$ cat src/rtl/intr_route_pkg.sv
package intr_route_pkg;
  localparam int DEST_W = 8;
  localparam int VEC_W  = 8;
  localparam int MODE_W = 3;

  localparam logic [MODE_W-1:0] DM_FIXED  = 3'b000;
  localparam logic [MODE_W-1:0] DM_LOWEST = 3'b001;
  localparam logic [MODE_W-1:0] DM_NMI    = 3'b100;

  typedef enum logic [1:0] {
    ST_IDLE,
    ST_RESOLVE,
    ST_ISSUE,
    ST_FINISH
  } route_state_e;

  typedef struct packed {
    logic [DEST_W-1:0] dest;
    logic              logical;
    logic [MODE_W-1:0] dmode;
    logic [VEC_W-1:0]  vector;
    logic              level;
  } route_req_t;
endpackage

$ cat src/rtl/lsb_isolate.sv
module lsb_isolate #(
  parameter int W = 8
) (
  input  logic [W-1:0] in_vec,
  output logic [W-1:0] out_onehot
);
  // Keeps only the lowest set bit.
  assign out_onehot = in_vec & (~in_vec + W'(1));
endmodule

$ cat src/rtl/intr_dest_match.sv
module intr_dest_match
  import intr_route_pkg::*;
#(
  parameter int NCPU = 8
) (
  input  logic [DEST_W-1:0]      dest,
  input  logic                   logical,
  input  logic [NCPU-1:0]        present,
  input  logic [NCPU*DEST_W-1:0] phys_ids,
  input  logic [NCPU*DEST_W-1:0] log_ids,
  output logic [NCPU-1:0]        target_mask
);
  logic [NCPU-1:0] phys_hit;
  logic [NCPU-1:0] log_hit;
  logic [NCPU-1:0] phys_first;

  for (genvar g = 0; g < NCPU; g++) begin : g_cpu
    assign phys_hit[g] = present[g] && (phys_ids[g*DEST_W +: DEST_W] == dest);
    assign log_hit[g]  = present[g] && (|(log_ids[g*DEST_W +: DEST_W] & dest));
  end

  lsb_isolate #(.W(NCPU)) u_first (
    .in_vec     (phys_hit),
    .out_onehot (phys_first)
  );

  always_comb begin
    if (logical) begin
      target_mask = (dest == '0) ? '0 : log_hit;
    end else if (dest == '1) begin
      target_mask = present;
    end else begin
      target_mask = phys_first;
    end
  end
endmodule

$ cat src/rtl/intr_lowest_pick.sv
module intr_lowest_pick #(
  parameter int NCPU = 8,
  parameter int PRIW = 8
) (
  input  logic [NCPU-1:0]      cand,
  input  logic [NCPU*PRIW-1:0] prio,
  output logic [NCPU-1:0]      pick
);
  localparam int IDXW = (NCPU > 1) ? $clog2(NCPU) : 1;

  logic            found;
  logic [PRIW-1:0] best_p;
  logic [IDXW-1:0] best_i;

  always_comb begin
    found  = 1'b0;
    best_p = '0;
    best_i = '0;
    for (int i = 0; i < NCPU; i++) begin
      // Strict compare keeps the lower index on a tie.
      if (cand[i] && (!found || (prio[i*PRIW +: PRIW] < best_p))) begin
        found  = 1'b1;
        best_p = prio[i*PRIW +: PRIW];
        best_i = IDXW'(i);
      end
    end
    pick = '0;
    if (found) pick[best_i] = 1'b1;
  end
endmodule

$ cat src/rtl/intr_route_engine.sv
module intr_route_engine
  import intr_route_pkg::*;
#(
  parameter int NCPU  = 8,
  parameter int PRIW  = 8,
  parameter int PIN_W = 5
) (
  input  logic                   clk,
  input  logic                   rst,
  input  logic                   req_valid,
  input  logic [7:0]             req_dest,
  input  logic                   req_logical,
  input  logic [2:0]             req_dmode,
  input  logic [7:0]             req_vector,
  input  logic                   req_level,
  input  logic [PIN_W-1:0]       req_pin,
  input  logic [NCPU-1:0]        cpu_present,
  input  logic [NCPU*8-1:0]      cpu_phys_id,
  input  logic [NCPU*8-1:0]      cpu_log_id,
  input  logic [NCPU*PRIW-1:0]   cpu_prio,
  output logic                   busy,
  output logic [NCPU-1:0]        inj_pulse,
  output logic [7:0]             inj_vector,
  output logic                   inj_level,
  output logic [NCPU-1:0]        nmi_pulse,
  output logic                   done,
  output logic                   accepted
);
  localparam logic [NCPU-1:0] CPU0_ONLY = NCPU'(1);

  route_state_e     state_q;
  route_req_t       req_q;
  logic [PIN_W-1:0] pin_q;
  logic [NCPU-1:0]  pend_q;
  logic             nmi_q;
  logic             ok_q;

  logic [NCPU-1:0]  resolved;
  logic [NCPU-1:0]  lowest;
  logic [NCPU-1:0]  next_bit;
  logic [NCPU-1:0]  final_mask;
  logic             mode_ok;
  logic             pin_zero;

  intr_dest_match #(.NCPU(NCPU)) u_match (
    .dest        (req_q.dest),
    .logical     (req_q.logical),
    .present     (cpu_present),
    .phys_ids    (cpu_phys_id),
    .log_ids     (cpu_log_id),
    .target_mask (resolved)
  );

  intr_lowest_pick #(.NCPU(NCPU), .PRIW(PRIW)) u_pick (
    .cand (resolved),
    .prio (cpu_prio),
    .pick (lowest)
  );

  lsb_isolate #(.W(NCPU)) u_next (
    .in_vec     (pend_q),
    .out_onehot (next_bit)
  );

  assign pin_zero = (pin_q == '0);

  always_comb begin
    mode_ok    = 1'b1;
    final_mask = '0;
    case (req_q.dmode)
      DM_FIXED:  final_mask = pin_zero ? CPU0_ONLY : resolved;
      DM_LOWEST: final_mask = pin_zero ? CPU0_ONLY : lowest;
      DM_NMI:    final_mask = resolved;
      default:   mode_ok    = 1'b0;
    endcase
  end

  always_ff @(posedge clk) begin
    if (rst) begin
      state_q   <= ST_IDLE;
      req_q     <= '0;
      pin_q     <= '0;
      pend_q    <= '0;
      nmi_q     <= 1'b0;
      ok_q      <= 1'b0;
      inj_pulse <= '0;
      nmi_pulse <= '0;
      done      <= 1'b0;
      accepted  <= 1'b0;
    end else begin
      inj_pulse <= '0;
      nmi_pulse <= '0;
      done      <= 1'b0;
      accepted  <= 1'b0;
      case (state_q)
        ST_IDLE: begin
          if (req_valid) begin
            req_q.dest    <= req_dest;
            req_q.logical <= req_logical;
            req_q.dmode   <= req_dmode;
            req_q.vector  <= req_vector;
            req_q.level   <= req_level;
            pin_q         <= req_pin;
            state_q       <= ST_RESOLVE;
          end
        end
        ST_RESOLVE: begin
          nmi_q <= (req_q.dmode == DM_NMI);
          // The empty check uses the resolved set, before any pin override.
          if (!mode_ok || (resolved == '0)) begin
            ok_q    <= 1'b0;
            state_q <= ST_FINISH;
          end else begin
            ok_q    <= 1'b1;
            pend_q  <= final_mask;
            state_q <= ST_ISSUE;
          end
        end
        ST_ISSUE: begin
          if (nmi_q) nmi_pulse <= next_bit;
          else       inj_pulse <= next_bit;
          pend_q <= pend_q & ~next_bit;
          if ((pend_q & ~next_bit) == '0) state_q <= ST_FINISH;
        end
        ST_FINISH: begin
          done     <= 1'b1;
          accepted <= ok_q;
          state_q  <= ST_IDLE;
        end
        default: state_q <= ST_IDLE;
      endcase
    end
  end

  assign busy       = (state_q != ST_IDLE);
  assign inj_vector = req_q.vector;
  assign inj_level  = req_q.level;
endmodule

$ cat config.mk
export PLATFORM = sky130hd
export DESIGN_NAME = intr_route_engine
export DESIGN_NICKNAME = d
export VERILOG_FILES = /design/src/rtl/intr_route_pkg.sv /design/src/rtl/lsb_isolate.sv /design/src/rtl/intr_dest_match.sv /design/src/rtl/intr_lowest_pick.sv /design/src/rtl/intr_route_engine.sv
export SDC_FILE = /design/constraint.sdc
export NUM_CORES = 1
export LEC_CHECK = 0
export ABC_AREA = 1
export BUFFER_PORTS_ARGS = -buffer_cell sky130_fd_sc_hd__buf_4
export CAP_MARGIN = 0
export CORE_MARGIN = 2
export CORE_UTILIZATION = 39
export DETAILED_ROUTE_END_ITERATION = 6
export GPL_ROUTABILITY_DRIVEN = 0
export PLACE_DENSITY = 0.78
export SYNTH_ARGS = -nofsm -noshare
export SYNTH_HDL_FRONTEND = slang
export SYNTH_SLANG_ARGS = --single-unit
export TNS_END_PERCENT = 50
$ cat constraint.sdc
create_clock -name clk -period 24.7 [get_ports clk]
set_input_delay 7.41 -clock clk [delete_from_list [all_inputs] [get_ports clk]]
set_output_delay 7.41 -clock clk [all_outputs]
set_load 0.01 [all_outputs]
=== After elaboration in Yosys (flattened, before gate mapping) ===
Cells that the tools add are included.

* Shift operators: 0
* Order comparisons: 9
* Add/sub/neg operators: 2
* Reductions and logical operators: 63
* $mul: 0
* Eq/ne operators: 17
* Div/mod/pow operators: 0
* Muxes and demuxes: 40
* Bitwise logic cells: 17

{| class="wikitable"
|+ Operators by type and width
! operator !! count
|-
| two-way mux 8 bit || 14
|-
| bitwise AND 8 bit || 11
|-
| == test 8 bit || 8
|-
| OR reduction 8 bit || 8
|-
| less-than comparator 8 bit || 7
|-
| logical AND 1 bit || 24
|-
| zero test 8 bit || 3
|-
| NOT 8 bit || 3
|-
| case mux 8 bit (3 select lines) || 1
|-
| adder 8 x 1 -> 8 bit (second input constant) || 2
|-
| case mux 8 bit (2 select lines) || 1
|-
| two-way mux 1 bit || 14
|-
| two-way mux 3 bit || 4
|-
| OR reduction 3 bit || 3
|-
| == test 8 bit (second input constant) || 1
|-
| zero test 1 bit || 8
|-
| logical OR 1 bit || 8
|-
| two-way mux 2 bit || 4
|-
| case mux 2 bit (4 select lines) || 1
|-
| != test 2 bit (second input constant) || 3
|-
| AND reduction 2 bit || 3
|-
| zero test 5 bit || 1
|-
| == test 2 bit (second input constant) || 2
|-
| less-than comparator 3 x 4 -> 1 bit (second input constant) || 1
|-
| other kinds (10) || 13
|}

* Register bits after elaboration: 56
* Memories kept: 0
* Bits in latches: 0
* Bits in read-only memories: 0
* Input bits: 229
* Memory bits (writable): 0
* Output and inout port bits: 28
* Word-level logic and storage cells: 162

=== Longest topological paths before layout ===
Gate-level depths: netlist of the first run.

* Depth after elaboration: 45
* Mapped depth: 102
* Mapped depth without buffers: 95

=== Cells and area by module ===
From an unflattened synthesis of the first run, not the netlist that was laid out.

* Cells, all modules: 1,185
* Area total of the unflattened synthesis: 6,670.1 um^2

{| class="wikitable"
|+ By module, submodules not included
! module !! times used !! seq. area each (um^2) !! cells each !! area an instance (um^2)
|-
| intr_route_engine || 1 || 1,121.1 || 338 || 2,461.1
|-
| intr_dest_match || 1 || 0.0 || 466 || 2,095.8
|-
| intr_lowest_pick || 1 || 0.0 || 341 || 1,930.6
|-
| lsb_isolate || 2 || 0.0 || 20 || 91.3
|}

=== Worst setup path after synthesis of the first run ===
Ideal clock, no wire load.

* Kind: input port to flip-flop
* Start: input cpu_phys_id[0]
* End: register pend_q[2]
* Arrival time: 16.716 ns
* Path buffers: 7
* Slack: 7.855 ns
* Stages on the path: 83
* Cell sequence: xnor2_1 > nand2_1 > nor2_2 > nand2_1 > nand2_1 > nand2_1 > nand2_1 > nand2_1 > inv_1 > buf_2 > nand2_1 > ha_1 > a21oi_1 > nor2_1 > a211oi_1 > nand2_1 > nand2_2 > nand2_2 > (+47 left out) > nand2_2 > nand2_4 > clkbuf_1 > nand2_1 > o21ai_0 > ha_1 > a21oi_1 > nor2_1 > a211oi_1 > nand2_1 > nand2_2 > nand2_2 > nand2_1 > inv_1 > nand2_1 > o22ai_1 > a21oi_1 > nor2_1

* Word-level cells in the longest chain between the ends: 45
* Elaborated cells between the ends (all ways): 72
* Those cells by class: 1 x add/sub; 9 x order compare; 2 x eq/ne; 32 x mux; 2 x bitwise; 26 x reduce/logical

{| class="wikitable"
|+ Ends and longest elaborated chain
! element !! RTL line !! source
|-
| from (decl) || intr_route_engine.sv:18 || <nowiki>input logic [NCPU*8-1:0] cpu_phys_id,</nowiki>
|-
| == test 8 bit (*) || intr_dest_match.sv:18 || <nowiki>assign phys_hit[g] = present[g] && (phys_ids[g*DEST_W +: DEST_W] == dest);</nowiki>
|-
| logical AND 1 bit (*) || intr_dest_match.sv:18 ||
|-
| NOT 8 bit || lsb_isolate.sv:8 || <nowiki>assign out_onehot = in_vec & (~in_vec + W'(1));</nowiki>
|-
| adder 8 x 1 -> 8 bit || lsb_isolate.sv:8 ||
|-
| bitwise AND 8 bit (*) || lsb_isolate.sv:8 ||
|-
| two-way mux 8 bit (*) || intr_dest_match.sv:30 || <nowiki>end else if (dest == '1) begin</nowiki>
|-
| two-way mux 8 bit (*) || intr_dest_match.sv:28 || <nowiki>if (logical) begin</nowiki>
|-
| two-way mux 8 bit / two-way mux 1 bit (equally long branches) || intr_lowest_pick.sv:21 || <nowiki>if (cand[i] && (!found || (prio[i*PRIW +: PRIW] < best_p))) begin</nowiki>
|-
| (+29 left out) || n/a ||
|-
| logical AND 1 bit (not written as such) || intr_lowest_pick.sv:28 || <nowiki>if (found) pick[best_i] = 1'b1;</nowiki>
|-
| two-way mux 1 bit (not written as such) || intr_lowest_pick.sv:28 ||
|-
| demux 1 bit (select 3 bit) || n/a ||
|-
| two-way mux 8 bit || intr_lowest_pick.sv:28 ||
|-
| two-way mux 8 bit || intr_route_engine.sv:72 || <nowiki>DM_LOWEST: final_mask = pin_zero ? CPU0_ONLY : lowest;</nowiki>
|-
| case mux 8 bit (3 select lines) || intr_route_engine.sv:70 || <nowiki>case (req_q.dmode)</nowiki>
|-
| two-way mux 8 bit || intr_route_engine.sv:110 || <nowiki>if (!mode_ok || (resolved == '0)) begin</nowiki>
|-
| case mux 8 bit (2 select lines) || intr_route_engine.sv:95 || <nowiki>case (state_q)</nowiki>
|-
| to (signal assigned) || intr_route_engine.sv:115 || <nowiki>pend_q <= final_mask;</nowiki>
|-
| to (signal assigned) || intr_route_engine.sv:122 || <nowiki>pend_q <= pend_q & ~next_bit;</nowiki>
|-
| to (decl) || intr_route_engine.sv:34 || <nowiki>logic [NCPU-1:0] pend_q;</nowiki>
|}

Every way passes the cells marked *; elsewhere a longest branch is shown, timed or not. The select of a mux whose other input is x is not followed.
A chain may end at the register's enable or synchronous reset.

=== Worst setup path in the final report of the first run ===
* Start: input cpu_phys_id[0]
* End: register pend_q[6]

The elaborated chain is that of the path after synthesis.

==> results.toml, run 1 <==
[grt]
grt_pass1_vias = 6288
grt_use_total = 0.240
grt_pass1_wl_mm = 29.4
overflow = 0
antenna_found_initial = 0
grt_max_degree = 41

[cts]
clk_path_buf_depth = 2
clk_latency_ns = 0.29
htreeDepth = 2
numClockSinks = 56
cts_buffers = 5
cts-root-buf = "clkbuf_16"
cts_resized = 0
cts_tree = "yes"
postCtsSetupRepairBufs = 0
cts_hold_buf = 0
cts.clk_slew.worst_paths_ns = 0.07

[timing]
final.setup_skew_ns = 0.00371
fin_setup_tns_ns = 0
fmax_mhz = 57.3
hold_slack_ns = 0.449
grt_setup_unrepaired = "false"
min_period_ns = 17.46
finalSetupViolCount = 0
period_share = 0.707
fin_ws_ns = 7.24
slew_headroom = 0.228
tightestPinTransition_ns = 1.16
report.final.slew_viol_count = 0
hold_violations = 0

[floorplan]
rows = 43
die_h_um = 124
core-area_um2 = 13900
dieArea_um2 = 15300
die_x_um = 124
num_io_pins = 257
start_util = 0.402

[pwr]
p_sw_frac = 0.478
leakagePower_nw = 3.99
switchingPower_uw = 262
power.share.combinational = 0.625
peakVddDrop_mv = 0.0586
pwr-share-clk = 0.132
powerDensity_nw_per_um2 = 71.4
sequentialPowerShare = 0.243
internal_power_uw = 287

[layout]
area_growth_pct = 37.4
drive_gt1_frac = 0.270
final_nets = 1403
antenna_cells = 0
nFillCells = 1418

[worst_setup_path]
cp_common_cell = "nand2_1"
reg2reg_to = "pend_q[6]$_SDFFE_PP0P_"
startpoint_type = "input port"
r2r_cells = 70
worstPathArrival_ns = 17.68
path_class = "in2reg"
cp_slowest_cell = "ha_1"
r2r_setup_slack_ns = 13.40
end_kind = "flop"
r2r_start = "req_q[15]$_SDFFE_PP0P_"
crit_fanout = 18
cpPeakStageDelay_ns = 0.30
critPathRequiredTime_ns = 24.92

[drt]
drt_iter0_drc = 409
vias_per_cell = 5.19
dr.pass1.iters = 5
vias = 6756
routed_wl_mm = 19.0
wl_per_cell_um = 14.6
drc = 0
ant_nets = 0

[synth]
synth_area_um2 = 5600
synthXorXnorAreaFrac = 0.0469
synth_warnings = 0
synthAdderAreaFrac = 0.121
synth_edf_count = 0
syn-instance-count = 896
syn-num-nets = 1179
synth_top_family_by_area = "simple AND/OR/NAND/NOR gates"
syn_area_per_cell_um2 = 6.25
synth-seq-area-share = 0.200
synth_compound_area_frac = 0.209
synth.area.mux_share = 0
yosys.area.top_type_share = 0.200
synth_area_leader_cell = "dfxtp_1"
ys_ff_latch = 56
ys_top_cells_by_count = "nand2_1 (244), nor2_1 (86), o21ai_0 (86)"
ys.flop_type = "dfxtp_1"
async_flop_share = 0
synth.most_common_cell = "nand2_1"
synth_area_leaders = "dfxtp_1 (20%), nand2_1 (16%), ha_1 (12%)"
synthDistinctLibCells = 42
synth_simple_gate_area_frac = 0.322

[min_path]
hold_class = "reg2reg"
hold_path_end = "pin_q[2]$_SDFFE_PP0P_"
holdPathStages = 2
worstHoldStart = "pin_q[2]$_SDFFE_PP0P_"

[placed_design]
place_ws_ns = 7.04
portBuffers = 256
dp_hpwl_mm = 15.7

[flow_run]
maxCapViolations = 0

[outcome]
status = "finished clean"
## layout by cell type (no fill, tap or decap), types with 2 or more instances in the layout
cell type and count:
a31o_2 2, a22o_1 15, o21ai_0 86, nor3_1 12
a22oi_1 2, o22ai_1 9, clkbuf_16 5, a211oi_1 9
dfxtp_1 56, nor2_2 3, inv_1 84, o21ai_1 4
nand2_2 17, xnor2_1 21, a221oi_1 15, nand3_1 37
nor4_1 2, nor2_1 86, ha_1 54, clkinv_1 2
nand2_1 244, nand2_4 2, nand4_1 13, buf_4 258
o2111ai_1 2, inv_2 4, a31oi_1 4, clkinv_2 2
or2_2 4, a21oi_1 46, xor2_1 9
## state kept, by name, summed over array words and instances, names as in the netlist
| register | cells |
|---|---|
| nmi_pulse | 8 |
| state_q | 2 |
| inj_vector | 8 |
| accepted | 1 |
| pin_q | 5 |
| nmi_q | 1 |
| done | 1 |
| ok_q | 1 |
| req_q | 12 |
| inj_level | 1 |
| inj_pulse | 8 |
| pend_q | 8 |
## through the flow
| stage | util | power (mW) | instance area [µm²] | std cells |
|---|---|---|---|---|
| 5_1_grt | 0.552 | 0.603 | 7690 | 1301 |
| 3_5_place_dp | 0.541 | 0.476 | 7540 | 1293 |
| 3_3_place_gp | 0.541 | 0.470 | 7540 | 1293 |
| 4_1_cts | 0.552 | 0.550 | 7690 | 1301 |
| 6_report | 0.552 | 0.549 | 7690 | 1301 |
| 2_1_floorplan | - | 0.380 | 5600 | 896 |
## worst max-delay path by stage
| stage | startpoint | endpoint | slack [ns] | depth (start not counted) |
|---|---|---|---|---|
| floorplan | cpu_phys_id[0] | pend_q[2]$_SDFFE_PP0P_ | 7.86 | 83 |
| global placement | cpu_phys_id[0] | pend_q[2]$_SDFFE_PP0P_ | 7.40 | 73 |
| detailed placement | cpu_phys_id[2] | pend_q[0]$_SDFFE_PP0P_ | 7.04 | 75 |
| CTS | cpu_phys_id[2] | pend_q[6]$_SDFFE_PP0P_ | 7.29 | 72 |
| global route | cpu_phys_id[5] | pend_q[6]$_SDFFE_PP0P_ | 6.02 | 73 |
| finish | cpu_phys_id[0] | pend_q[6]$_SDFFE_PP0P_ | 7.24 | 72 |
## cell type report
type,instances,area [µm²],share of cell area
Clock buffer,5,125,0.0163
Clock inverter,3,27.5,0.00358
Inverter,92,348,0.0452
Multi-Input combinational cell,707,3910,0.508
Sequential cell,56,1120,0.146
Tap cell,180,225,0.0293
Timing Repair Buffer,258,1940,0.252
## power groups by stage
stage	Clock [mW]	Sequential [mW]	Combinational [mW]
6_report	0.0725	0.134	0.343
5_1_grt	0.0764	0.136	0.391
4_1_cts	0.0742	0.133	0.343
3_5_place_dp	0	0.135	0.341
3_3_place_gp	0	0.135	0.335
2_1_floorplan	0	0.115	0.264
## kinds of logic (layout without fill, tap and decap cells)
family / Yosys count / after routing
flops: 56 / 56
buf+inv: 133 / 358
fa+ha+maj: 54 / 54
xor+xnor: 30 / 30
compound gates: 197 / 197
simple gates: 426 / 426
## critical path: cells and delay by family
family | cells | cell delay, ns
adder cells (fa/ha/maj) | 7 | 2.05
AND/OR/NAND/NOR | 40 | 3.71
XOR/XNOR | 1 | 0.13
buffers and inverters | 2 | 0.38
AO/OA/AOI/OAI | 22 | 3.97
## routing by layer
layer | share of wire | routed length, µm | global-route usage
met5 | 0 | 0 | 0
met1 | 0.44 | 8280 | 0.314
met2 | 0.47 | 8850 | 0.409
met3 | 0.079 | 1510 | 0.0449
met4 | 0.018 | 342 | 0.0554
Note: power is estimated with default switching activity, not from simulation.
==> run 2: changes to the inputs <==
- ABC_AREA: 1 -> 0
- PLACE_DENSITY: 0.78 -> 0.76
- clock period: 24.7 -> 16.3 ns (I/O delays scaled with it)
==> run 2 against run 1 <==
  * The run now ends with setup timing left
  * Setup slack worse by 7.4 ns
  * First-iteration DRC count up 27%
  * Power up 26%
  * Sequential cell count unchanged
  * Final cell count up 5.6%
  * Sequential power up 27%
  * Synthesized cell count down 8.6%
  * Routed wire length up 23%
  * Clock skew up 0.0031 ns
  * Largest cell class unchanged
  * Largest power group unchanged
==> results.toml, run 2 <==
[timing]
grt_setup_unrepaired = "true"
finalSetupViolCount = 8
tightestPinTransition_ns = 1.04
hold_violations = 0
final.setup_skew_ns = 0.00681
slew_headroom = 0.300
min_period_ns = 16.50
fin_setup_tns_ns = -1.45
period_share = 1.01
fin_ws_ns = -0.205
report.final.slew_viol_count = 0
hold_slack_ns = 0.455
fmax_mhz = 60.6

[pwr]
peakVddDrop_mv = 0.0605
powerDensity_nw_per_um2 = 71.5
leakagePower_nw = 4.28

[placed_design]
placed_area_um2 = 9040
portBuffers = 256
place_ws_ns = -0.687
dp_hpwl_mm = 18.4

[layout]
drive_gt1_frac = 0.414
area_growth_pct = 58.0
regMostFlops = "req_q"
final_cell_mix = "buf_4 (363), nand2_1 (94), a21oi_1 (56), dfxtp_1 (56), nor2_1 (52)"
nFillCells = 1314
final_common_cell = "buf_4"
largest_reg_flops = 12
antenna_cells = 0
finish.utilization = 0.634
final_nets = 1445
stdcell_area_um2 = 9670

[cts]
clk_latency_ns = 0.30
numClockSinks = 56
cts_hold_buf = 0
cts_tree = "yes"
cts-root-buf = "clkbuf_16"
htreeDepth = 2
clk_path_buf_depth = 2
cts_buffers = 5
cts.clk_slew.worst_paths_ns = 0.07

[worst_setup_path]
crit_fanout = 8
startpoint_type = "input port"
cp_slowest_cell = "a311o_2"
reg2reg_to = "pend_q[6]$_SDFFE_PP0P_"
r2r_setup_slack_ns = 3.30
r2r_start = "req_q[18]$_SDFFE_PP0P_"
end_kind = "flop"
cpPeakStageDelay_ns = 0.48
r2r_cells = 69
path_class = "in2reg"
critPathRequiredTime_ns = 16.48
worstPathArrival_ns = 16.68

[drt]
vias_per_cell = 5.44
drc = 0
drt_iter0_drc = 518
vias = 7479
wl_per_cell_um = 17.0
ant_nets = 0
dr.pass1.iters = 5
routed_wl_mm = 23.3

[outcome]
status = "finished with violations"
violations = "setup timing"

[grt]
overflow = 0
use_met2 = 0.438
grt_max_degree = 41
use_met1 = 0.344
grt_pass1_wl_mm = 35.5
busiest_layer = "met2"
antenna_found_initial = 0
use_met3 = 0.0632
grt_pass1_vias = 7222
grt_use_total = 0.264

[floorplan]
die_x_um = 129
start_util = 0.401
rows = 45
die_h_um = 129
dieArea_um2 = 16700
core-area_um2 = 15300
num_io_pins = 257

[min_path]
hold_path_end = "pin_q[1]$_SDFFE_PP0P_"
hold_class = "reg2reg"
worstHoldStart = "pin_q[1]$_SDFFE_PP0P_"
holdPathStages = 2

[synth]
ys_top_cells_by_count = "nand2_1 (95), a21oi_1 (74), nor2_1 (61)"
async_flop_share = 0
yosys.area.top_type_share = 0.183
ys.flop_type = "dfxtp_1"
synth_area_leader_cell = "dfxtp_1"
syn_area_per_cell_um2 = 7.47
synth.most_common_cell = "nand2_1"
synth_area_leaders = "dfxtp_1 (18%), ha_1 (11%), a21oi_1 (6.1%)"
synth_warnings = 0
synth_area_um2 = 6120
syn-num-nets = 1102
synth-seq-area-share = 0.183
syn-instance-count = 819
ys_ff_latch = 56
synth_edf_count = 0
synthDistinctLibCells = 75

[flow_run]
maxCapViolations = 0
-- run 2: cell count changes after synthesis, moves of 10 or more --
cell / before / now
nand2_1: 244 / 95
nand2_2: 17 / 0
nand3_1: 37 / 11
o21ai_0: 86 / 31
a22oi_1: 2 / 19
nor2_1: 86 / 61
inv_1: 84 / 43
xor2_1: 9 / 32
a21o_1: 0 / 22
nand2b_1: 0 / 14
a21oi_1: 46 / 74
nor4_1: 2 / 12
-- run 2: report_power, final --
part / internal (mW) / switching, mW / leakage, nW
clock network: 0.0614 / 0.0495 / 0.0701
registers: 0.151 / 0.0188 / 0.455
logic: 0.196 / 0.215 / 3.75
total: 0.409 / 0.283 / 4.28
-- run 2: metrics by stage --
step | total power [mW] | cells
finish | 0.692 | 1374
global route | 0.744 | 1374
CTS | 0.667 | 1361
detailed placement | 0.553 | 1347
global placement | 0.546 | 1347
floorplan | 0.411 | 819
-- run 2: kinds of logic after synthesis --
kind of cell,count (synthesis),synth area share
buf+inv,87,0.0642
fa+ha+maj,55,0.112
flops,56,0.183
compound gates,274,0.318
xor+xnor,61,0.0873
simple gates,278,0.222
mux,8,0.0131
-- run 2: how the worst max path moves through the flow --
stage	endpoint	slack, ns	cells after the start	startpoint
floorplan	pend_q[1]$_SDFFE_PP0P_	-0.12	75	cpu_log_id[3]
global placement	pend_q[1]$_SDFFE_PP0P_	-0.45	70	cpu_log_id[3]
detailed placement	pend_q[3]$_SDFFE_PP0P_	-0.69	73	cpu_phys_id[7]
CTS	pend_q[6]$_SDFFE_PP0P_	0.008	74	cpu_log_id[3]
global route	pend_q[6]$_SDFFE_PP0P_	-1.0	77	cpu_log_id[3]
finish	pend_q[6]$_SDFFE_PP0P_	-0.20	70	cpu_log_id[3]
-- run 2: area by class of cell --
| type | count | area [µm²] | share of cell area |
|---|---|---|---|
| well taps | 211 | 264 | 0.0273 |
| clock inverters | 1 | 7.51 | 0.000776 |
| multi-input cells | 677 | 5050 | 0.523 |
| flip-flops and latches | 56 | 1120 | 0.116 |
| inverters | 44 | 165 | 0.0171 |
| repair buffers | 378 | 2920 | 0.302 |
| clock buffers | 7 | 143 | 0.0147 |
-- run 2: per-layer routing --
layer  up-vias  share of wire
met5         -              0
met4         0          0.020
met3        43          0.068
met2       279           0.48
met1      3449           0.43
li1       3708              -
-- run 2: worst max-delay path, delay by kind of cell --
kind                     cells  cell delay [ns]
AO/OA/AOI/OAI               37             6.30
adder cells (fa/ha/maj)      7             1.74
buffers and inverters        7             0.84
multiplexers                 2             0.48
AND/OR/NAND/NOR             17             2.40
-- run 2: what timing repair did --
action,CTS,global route
resized for setup,9,69
setup buffers,5,13
endpoints found under the setup margin,8,8
pin swaps,8,43
gates cloned,1,1
